## src/rtl/mcast_merge_pkg.sv

```systemverilog
package mcast_merge_pkg;
  typedef struct packed {
    logic load;
  } slotCtl_t;
endpackage

```

## src/rtl/mcast_merge_ctl.sv

```systemverilog
module mcast_merge_ctl
  import mcast_merge_pkg::*;
#(
  parameter int K = 4,
  parameter int KW = 2
) (
  input  logic          clk,
  input  logic          rst,
  input  logic          slotEn,
  output slotCtl_t      ctl,
  output logic [KW-1:0] selIdx
);
  localparam logic [KW-1:0] LAST = KW'(K - 1);

  assign ctl.load = slotEn;

  always_ff @(posedge clk) begin
    if (rst) selIdx <= '0;
    else if (slotEn) selIdx <= (selIdx == LAST) ? '0 : selIdx + 1'b1;
  end

  // the rotating index never leaves the allocator range
  assert_sel_range_R2: assert property (@(posedge clk) disable iff (rst)
    selIdx <= LAST);
endmodule

```

## src/rtl/mcast_merge_path.sv

```systemverilog
module mcast_merge_path
  import mcast_merge_pkg::*;
#(
  parameter int N = 8,
  parameter int K = 4,
  parameter int IW = 3,
  parameter int KW = 2
) (
  input  logic            clk,
  input  logic            rst,
  input  slotCtl_t        ctl,
  input  logic [KW-1:0]   selIdx,
  input  logic [K*N-1:0]  ucMatchVld,
  input  logic [K*N*IW-1:0] ucMatchDst,
  input  logic [N*N-1:0]  mcFanout,
  input  logic [N*N-1:0]  ucReq,
  input  logic [N*N-1:0]  mcReq,
  output logic [N-1:0]    grantVld,
  output logic [N*IW-1:0] grantSrc,
  output logic [N-1:0]    grantMc,
  output logic [N*N-1:0]  ucReqFilt,
  output logic [N*N-1:0]  mcReqFilt
);
  logic [N-1:0]    mcIn, mcOut, selV, keep;
  logic [N*IW-1:0] selD;
  logic [N-1:0]    nVld, nMc;
  logic [N*IW-1:0] nSrc;
  logic [N-1:0]    remVld, remOut;
  logic [N*IW-1:0] remDst;

  // pick the matching of the allocator whose epoch ends now
  always_comb begin
    for (int i = 0; i < N; i++) begin
      selV[i] = ucMatchVld[int'(selIdx)*N + i];
      selD[i*IW +: IW] = ucMatchDst[(int'(selIdx)*N + i)*IW +: IW];
    end
  end

  // multicast occupancy and merge
  always_comb begin
    mcOut = '0;
    for (int i = 0; i < N; i++) begin
      mcIn[i] = |mcFanout[i*N +: N];
      mcOut = mcOut | mcFanout[i*N +: N];
    end
    nVld = '0;
    nMc  = '0;
    nSrc = '0;
    for (int i = 0; i < N; i++) begin
      keep[i] = selV[i] && !mcIn[i] && !mcOut[selD[i*IW +: IW]];
      for (int o = 0; o < N; o++) begin
        if (mcFanout[i*N + o]) begin
          nVld[o] = 1'b1;
          nMc[o]  = 1'b1;
          nSrc[o*IW +: IW] = IW'(i);
        end
      end
      if (keep[i]) begin
        nVld[selD[i*IW +: IW]] = 1'b1;
        nSrc[int'(selD[i*IW +: IW])*IW +: IW] = IW'(i);
      end
    end
  end

  always_ff @(posedge clk) begin
    if (rst) begin
      grantVld <= '0;
      grantMc  <= '0;
      grantSrc <= '0;
      remVld   <= '0;
      remDst   <= '0;
    end else if (ctl.load) begin
      grantVld <= nVld;
      grantMc  <= nMc;
      grantSrc <= nSrc;
      remVld   <= selV & ~keep;
      remDst   <= selD;
    end
  end

  // request filter driven by the held remainder
  always_comb begin
    remOut = '0;
    for (int i = 0; i < N; i++)
      if (remVld[i]) remOut[remDst[i*IW +: IW]] = 1'b1;
    for (int i = 0; i < N; i++) begin
      for (int j = 0; j < N; j++) begin
        ucReqFilt[i*N + j] = ucReq[i*N + j] &&
          (!(remVld[i] || remOut[j]) ||
           (remVld[i] && remDst[i*IW +: IW] == IW'(j)));
        mcReqFilt[i*N + j] = mcReq[i*N + j] && !remVld[i] && !remOut[j];
      end
    end
  end

  assert_hold_R9: assert property (@(posedge clk) disable iff (rst)
    !ctl.load |=> $stable(grantVld) && $stable(grantSrc) && $stable(remVld));

  assert_filter_subset_R6: assert property (@(posedge clk) disable iff (rst)
    ((ucReqFilt & ~ucReq) == '0) && ((mcReqFilt & ~mcReq) == '0));

  assert_empty_pass_R8: assert property (@(posedge clk) disable iff (rst)
    (remVld == '0) |-> (ucReqFilt == ucReq) && (mcReqFilt == mcReq));

  for (genvar i = 0; i < N; i++) begin : g_rem
    // a dropped connection is never also granted as unicast
    assert_dropped_absent_R5: assert property (@(posedge clk) disable iff (rst)
      remVld[i] |-> !(grantVld[remDst[i*IW +: IW]] && !grantMc[remDst[i*IW +: IW]] &&
                      grantSrc[int'(remDst[i*IW +: IW])*IW +: IW] == IW'(i)));
  end

  for (genvar o = 0; o < N; o++) begin : g_pa
    for (genvar p = o + 1; p < N; p++) begin : g_pb
      assert_one_source_R10: assert property (@(posedge clk) disable iff (rst)
        (grantVld[o] && grantVld[p] && !(grantMc[o] && grantMc[p])) |->
          grantSrc[o*IW +: IW] != grantSrc[p*IW +: IW]);
    end
  end
endmodule

```

## src/rtl/mcast_merge.sv

```systemverilog
module mcast_merge
  import mcast_merge_pkg::*;
#(
  parameter int N = 8,
  parameter int K = 4,
  localparam int IW = (N > 1) ? $clog2(N) : 1,
  localparam int KW = (K > 1) ? $clog2(K) : 1
) (
  input  logic              clk,
  input  logic              rst,
  input  logic              slotEn,
  input  logic [K*N-1:0]    ucMatchVld,
  input  logic [K*N*IW-1:0] ucMatchDst,
  input  logic [N*N-1:0]    mcFanout,
  input  logic [N*N-1:0]    ucReq,
  input  logic [N*N-1:0]    mcReq,
  output logic [N-1:0]      grantVld,
  output logic [N*IW-1:0]   grantSrc,
  output logic [N-1:0]      grantMc,
  output logic [N*N-1:0]    ucReqFilt,
  output logic [N*N-1:0]    mcReqFilt
);
  slotCtl_t      ctl;
  logic [KW-1:0] selIdx;

  mcast_merge_ctl #(.K(K), .KW(KW)) ctl_i (
    .clk(clk), .rst(rst), .slotEn(slotEn), .ctl(ctl), .selIdx(selIdx)
  );

  mcast_merge_path #(.N(N), .K(K), .IW(IW), .KW(KW)) path_i (
    .clk(clk), .rst(rst), .ctl(ctl), .selIdx(selIdx),
    .ucMatchVld(ucMatchVld), .ucMatchDst(ucMatchDst), .mcFanout(mcFanout),
    .ucReq(ucReq), .mcReq(mcReq),
    .grantVld(grantVld), .grantSrc(grantSrc), .grantMc(grantMc),
    .ucReqFilt(ucReqFilt), .mcReqFilt(mcReqFilt)
  );
endmodule

```

## config.mk

```make
export PLATFORM = sky130hd
export DESIGN_NAME = mcast_merge
export DESIGN_NICKNAME = d
export VERILOG_FILES = /design/src/rtl/mcast_merge_pkg.sv /design/src/rtl/mcast_merge_ctl.sv /design/src/rtl/mcast_merge_path.sv /design/src/rtl/mcast_merge.sv
export SDC_FILE = /design/constraint.sdc
export NUM_CORES = 1
export LEC_CHECK = 0
export BUFFER_PORTS_ARGS = -buffer_cell sky130_fd_sc_hd__buf_2
export CORE_AREA = 2 2 189 191
export CTS_CLUSTER_DIAMETER = 50
export DETAILED_ROUTE_END_ITERATION = 16
export DIE_AREA = 0 0 191 193
export HOLD_SLACK_MARGIN = 0.1
export PLACE_DENSITY = 0.64
export SETUP_SLACK_MARGIN = 0.5
export SYNTH_ARGS = -nofsm -noshare
export SYNTH_HDL_FRONTEND = slang
export SYNTH_SLANG_ARGS = --single-unit
```

## constraint.sdc

```tcl
create_clock -name clk -period 3.9 [get_ports clk]
set_input_delay 0.78 -clock clk [delete_from_list [all_inputs] [get_ports clk]]
set_output_delay 0.78 -clock clk [all_outputs]
set_load 0.1 [all_outputs]
```

# Word-level counts from Yosys, hierarchy flattened
# Index checks and enable logic that the tools add are counted.
[totals]
ff_bits = 74
latch_bits = 0
ramBits = 0
mem_bits_ro = 0
inputBits = 323
output_inout_bits = 168
n_memories = 0
[classes]
addsub = 16
n_mul = 16
n_div = 0
magnitude_cmp = 40
n_eq_ne = 57
n_shift = 24
n_mux = 279
n_bitwise = 25
n_reduce_logical = 528
[ops]
columns = ["operator", "count"]
rows = [
  ["96-bit by 32-bit variable part select with 3-bit output", 8],
  ["1-bit logical AND", 288],
  ["32-bit negator with 33-bit output", 8],
  ["3-bit by 33-bit variable shift with 24-bit output (first input constant)", 8],
  ["3-bit by 33-bit variable part select with 24-bit output (first input constant)", 8],
  ["32-bit by 3-bit multiplier with 32-bit output (second input constant)", 7],
  ["32-bit by 7-bit less-than comparator with 1-bit output (second input constant)", 6],
  ["24-bit 2-to-1 mux", 8],
  ["8-bit OR", 22],
  ["24-bit bitwise mux", 7],
  ["3-bit 2-to-1 mux", 56],
  ["1-bit 2-to-1 mux", 159],
  ["1-bit logical OR", 128],
  ["8-bit 2-to-1 mux", 16],
  ["3-bit equality test (second input constant)", 32],
  ["1-bit zero test", 96],
  ["3-bit by 4-bit less-than comparator with 1-bit output (second input constant)", 16],
  ["8-bit OR reduction", 8],
  ["1-bit demux with 3-bit select", 16],
  ["3-bit by 2-bit equality test with 1-bit output (second input constant)", 16],
  ["3-bit by 1-bit greater-or-equal comparator with 1-bit output (second input constant)", 16],
  ["3-bit by 2-bit multiplier with 5-bit output (second input constant)", 8],
  ["1-bit binary-select mux with 5-bit select", 7],
  ["5-bit by 3-bit adder with 6-bit output (second input constant)", 4],
  ["other kinds (15)", 37],
]

# Logic depth before layout (Yosys ltp)
[logic_depth]
depth_word = 33
depth_mapped = 18

# Cells and area by module
# Synthesis repeated with hierarchy kept, for this count alone.
[unflattened]
cells_unflattened = 1102
hier_area_um2 = 8330.5
[by_module_without_submodules]
columns = ["mod", "instances", "cells_each", "area_each_um2", "seq_area_each_um2"]
rows = [
  ["mcast_merge_path", 1, 1093, 8236.6, 1441.4],
  ["mcast_merge_ctl", 1, 9, 93.8, 40.0],
]

# Worst setup path before layout
# Ideal clock, no wire load.
[synth_path]
kind = "register to output"
from = "reg path_i.remVld[6]"
to = "out mcReqFilt[21]"
arrival_time_ps = 3701
required_ps = 3120
path_slack_ps = -581
stages_incl_launch_ff = 9
n_path_buf = 2
path_cell_list = "dfxtp_1 -> clkbuf_1 -> nand2_1 -> nor2_1 -> nor4_1 -> nand2_1 -> or2_2 -> clkbuf_1 -> nor3b_1"
[synth_via]
elab_chain_len = 5
[synth_rtl]
columns = ["element", "line_no", "source"]
rows = [
  ["start: declaration", "mcast_merge_path.sv:28", "logic [N-1:0] remVld, remOut;"],
  ["start signal: assignment", "mcast_merge_path.sv:76", "remVld <= selV & ~keep;"],
  ["8-bit 2-to-1 mux *", "mcast_merge_path.sv:85", "if (remVld[i]) remOut[remDst[i*IW +: IW]] = 1'b1;"],
  ["8-bit OR (no line)", "--", ""],
  ["8-bit 2-to-1 mux *", "mcast_merge_path.sv:85", ""],
  ["1-bit zero test *", "mcast_merge_path.sv:91", "mcReqFilt[i*N + j] = mcReq[i*N + j] && !remVld[i] && !remOut[j];"],
  ["1-bit logical AND *", "mcast_merge_path.sv:91", ""],
  ["end: declaration", "mcast_merge.sv:21", "output logic [N*N-1:0] mcReqFilt"],
]
# Mark *: on every way between the ends. The rest lies on a longest branch, timed or not.

# Worst setup path in the final report
[layout_path]
from = "reg ctl_i.selIdx[0]"
to = "reg path_i.grantVld[5]"
[layout_via]
elab_chain_len = 29
[layout_rtl]
columns = ["element", "line_no", "source"]
rows = [
  ["start: declaration", "mcast_merge_ctl.sv:11", "output logic [KW-1:0] selIdx"],
  ["start signal: assignment", "mcast_merge_ctl.sv:19", "else if (slotEn) selIdx <= (selIdx == LAST) ? '0 : selIdx + 1'b1;"],
  ["branches (longest 28 deep; another with 32-bit by 3-bit multiplier with 32-bit output)", "--", ""],
  ["8-bit 2-to-1 mux *", "mcast_merge_path.sv:58", "if (keep[i]) begin"],
  ["end signal: assignment", "mcast_merge_path.sv:73", "grantVld <= nVld;"],
  ["end: declaration", "mcast_merge_path.sv:18", "output logic [N-1:0] grantVld,"],
]
# Mark *: on every way between the ends. The select of a mux whose other input is x is not followed.
# A chain may end at the register's enable or synchronous reset.

==> results.cfg <==
[worst_hold_path]
holdPathEnd = path_i.grantMc[2]$_SDFFE_PP0P_
hold_class = reg -> reg
min_path_cells = 1
hp-start = path_i.grantMc[2]$_SDFFE_PP0P_

[synthesis]
syn_avg_cell_area_um2 = 7.44
synthCells = 1311
synth_area_leaders = dfxtp_1 (15%), nor2_1 (8.9%), mux4_2 (8.1%)
syn_area_um2 = 9750
synth_cell_types = 91
ys_seq_area_frac = 0.152
yosysWarnings = 0
ys.flop_type = dfxtp_1
yosysTopAreaCell = dfxtp_1
synthArstFlopShare = 0
mappedNetlistNets = 1660
synth_edf_count = 0
synth_seq_cells = 74
synth_top_area_frac = 0.152

[global_route]
antenna_found_initial = 12
overflow = 0
grt_pass1_wl_um = 93400
grt_start_max_net_pins = 50
grt_use_total = 0.355
grt_pass1_vias = 13500

[setup_path]
path_delay_family = compound AO/OA/AOI/OAI gates
rr_worst_depth = 16
cp_max_fo = 4
rrSetupSlack_ns = 0.27
cp-start-kind = flop
path_cells = inv_4 -> ha_4 -> buf_4 -> buf_8 -> clkbuf_16 -> mux4_2 -> nand2_1 -> o31a_1 -> buf_6 -> mux2i_2 -> o21a_1 -> nand4_1 -> buf_4 -> o32ai_2 -> nor3_2 -> a211oi_2
r2r-start = ctl_i.selIdx[0]$_SDFFE_PP0P_
criticalPathCategory = reg -> reg
cp_slowest_stage_delay_ns = 0.37
cp.buffers_inverters = 6
crit_path_end_kind = flop
r2r-end = path_i.grantVld[5]$_SDFFE_PP0P_
cp.required_ns = 4.18
crit_path_frequent_cell = buf_4
critPathArrivalTime_ns = 3.91
crit_path_top_delay_cell = dfxtp_4

[route]
routed_wirelength_um = 69000
drt_iter0_drc = 1031
drt_first_pass_iters = 8
post_drt_wl_per_cell_um = 28.5
route.detailed.drc = 0
via_per_inst = 5.86
antenna_left = 0
vias = 14200

[die]
die_h_um = 193
start_util = 0.279
row_count = 69
die_area_um2 = 36900
die_w_um = 191
ios = 491
core_um2 = 35000

[finish]
area_delta_synth_final_pct = 68.5
drive_above_1_share = 0.507
fin_area_um2 = 16400
nNetsFinal = 2296
final_util = 0.470

[place]
hpwl_um = 57700
gp_congestion = 1.05
io_buffers = 490
placed_area_um2 = 13900

[clock_network]
cts_buffer_depth = 2
clk_latency_ns = 0.36
hold_buffers = 0
htreeDepth = 3
cts_buffers = 9
clk_pin_slew_ns = 0.07
clockRootBuffer = clkbuf_16
cts.sinks = 74
cts_tree = done

[power]
p_leak_nw = 7.08
finalPower_mw = 6.70
power.density_nw_per_um2 = 408
ir_drop_mv = 0.392

[sta]
rsz0062_at_grt = yes
fin_crit_sh = 0.930
period_minus_slack_ns = 3.63
hold_viol = 0
finalSetupTns_ns = 0
maxSlewHeadroom = 0.445
worstMarginPinSlew_ns = 0.825
slew_violations = 0
finalSetupViolCount = 0
fmax_ghz = 0.276
skew_ns = 0.0113

[outcome]
status = finished clean

[job]
cap_viol_max_count = 0
## synthesized netlist by cell type, types with 6 or more instances
library cell  instances
nor2_1              230
nand2_1              90
and2_1               80
dfxtp_1              74
o21a_1               61
mux2i_1              54
a211oi_1             48
nor3_1               44
clkbuf_1             40
nor4_1               39
mux4_2               35
inv_1                34
nand2b_1             31
a21oi_1              27
o21ai_0              27
ha_1                 26
nand3_1              26
o22ai_1              19
a31oi_1              17
nor2b_1              14
o211ai_1             14
or4_1                13
buf_2                12
or2_2                11
xnor2_1              11
a22o_1               10
a31o_2               10
a41oi_1              10
buf_6                10
nand4_1              10
nor3b_1              10
a311oi_1              9
and3_1                9
o31ai_1               9
buf_1                 8
or3_1                 8
a22oi_1               7
a41o_1                7
mux2_2                7
o32ai_1               7
a2111oi_0             6
a211o_1               6
## stage by stage
stage	std cells	hold WS, ns	worst slack, ns
floorplan	1311	0.470	-0.275
finish	2420	0.482	0.274
detailed placement	2330	0.471	-0.0529
global placement	2330	0.469	-0.0799
CTS	2377	0.489	0.332
global route	2418	0.500	0.219
## repair_timing
item / 4_1_cts / 5_1_grt
setup buffers: 28 / 32
gates resized for setup: 203 / 178
gates cloned: 3 / 4
pin swaps: 32 / 51
endpoints found under the setup margin: 140 / 142
## worst max-delay path by stage
stage,cells after the start,startpoint,slack (ns),end
floorplan,6,path_i.remVld[6]$_SDFFE_PP0P_,-0.27,mcReqFilt[14]
global placement,12,ucMatchDst[22],-0.08,path_i.grantVld[1]$_SDFFE_PP0P_
detailed placement,12,ucMatchDst[22],-0.05,path_i.grantVld[1]$_SDFFE_PP0P_
CTS,12,ctl_i.selIdx[0]$_SDFFE_PP0P_,0.33,path_i.grantSrc[0]$_SDFFE_PP0P_
global route,16,ctl_i.selIdx[0]$_SDFFE_PP0P_,0.22,path_i.grantSrc[8]$_SDFFE_PP0P_
finish,16,ctl_i.selIdx[0]$_SDFFE_PP0P_,0.27,path_i.grantVld[5]$_SDFFE_PP0P_
## layout make-up
cell class / instances / area (µm²)
Tap cell: 461 / 577
Sequential cell: 74 / 1500
Clock buffer: 9 / 225
Multi-Input combinational cell: 1125 / 8950
Timing Repair Buffer: 698 / 4930
Clock inverter: 7 / 77.6
Inverter: 39 / 159
Antenna cell: 7 / 17.5
Fill cell: 3502 / 18500
## placed cells by master (no fill, tap or decap), types with 24 or more instances in the layout
cell        n
buf_4     214
and2_1     76
a21oi_1    26
nor3_1     32
dfxtp_1    64
clkbuf_4   24
mux4_2     36
mux2i_1    50
buf_6      33
buf_12     30
nor4_1     31
nand2b_1   29
nor2_2     30
inv_1      33
nor2_1    196
a211oi_1   42
nand2_1    77
buf_2     388
o21a_1     57
## routing by layer
metal  GRT usage  wire (µm)  part of all wire
met2       0.604      32500              0.47
met3      0.0541       5700             0.083
met5           0         91            0.0013
met4       0.218       4920             0.071
met1       0.421      25700              0.37
## where the power goes
group          internal [mW]  switching (mW)
sequential             0.824          0.0791
combinational           1.56            3.36
clock                  0.503           0.376
## registers in the layout, summed over array words and instances, names as in the netlist
register         flops
path_i.grantMc       8
ctl_i.selIdx         2
path_i.remDst       24
path_i.grantSrc     24
path_i.grantVld      8
path_i.remVld        8
## cells by family after synthesis
logic type	share of synthesized area
AOI/OAI and AO/OA	0.278
xor gates and xnor gates	0.00988
adders and majority gates	0.0334
buffers and inverters	0.0535
DFF	0.152
muxes	0.147
and+or+nand+nor	0.326
(Power assumes the default switching activity.)
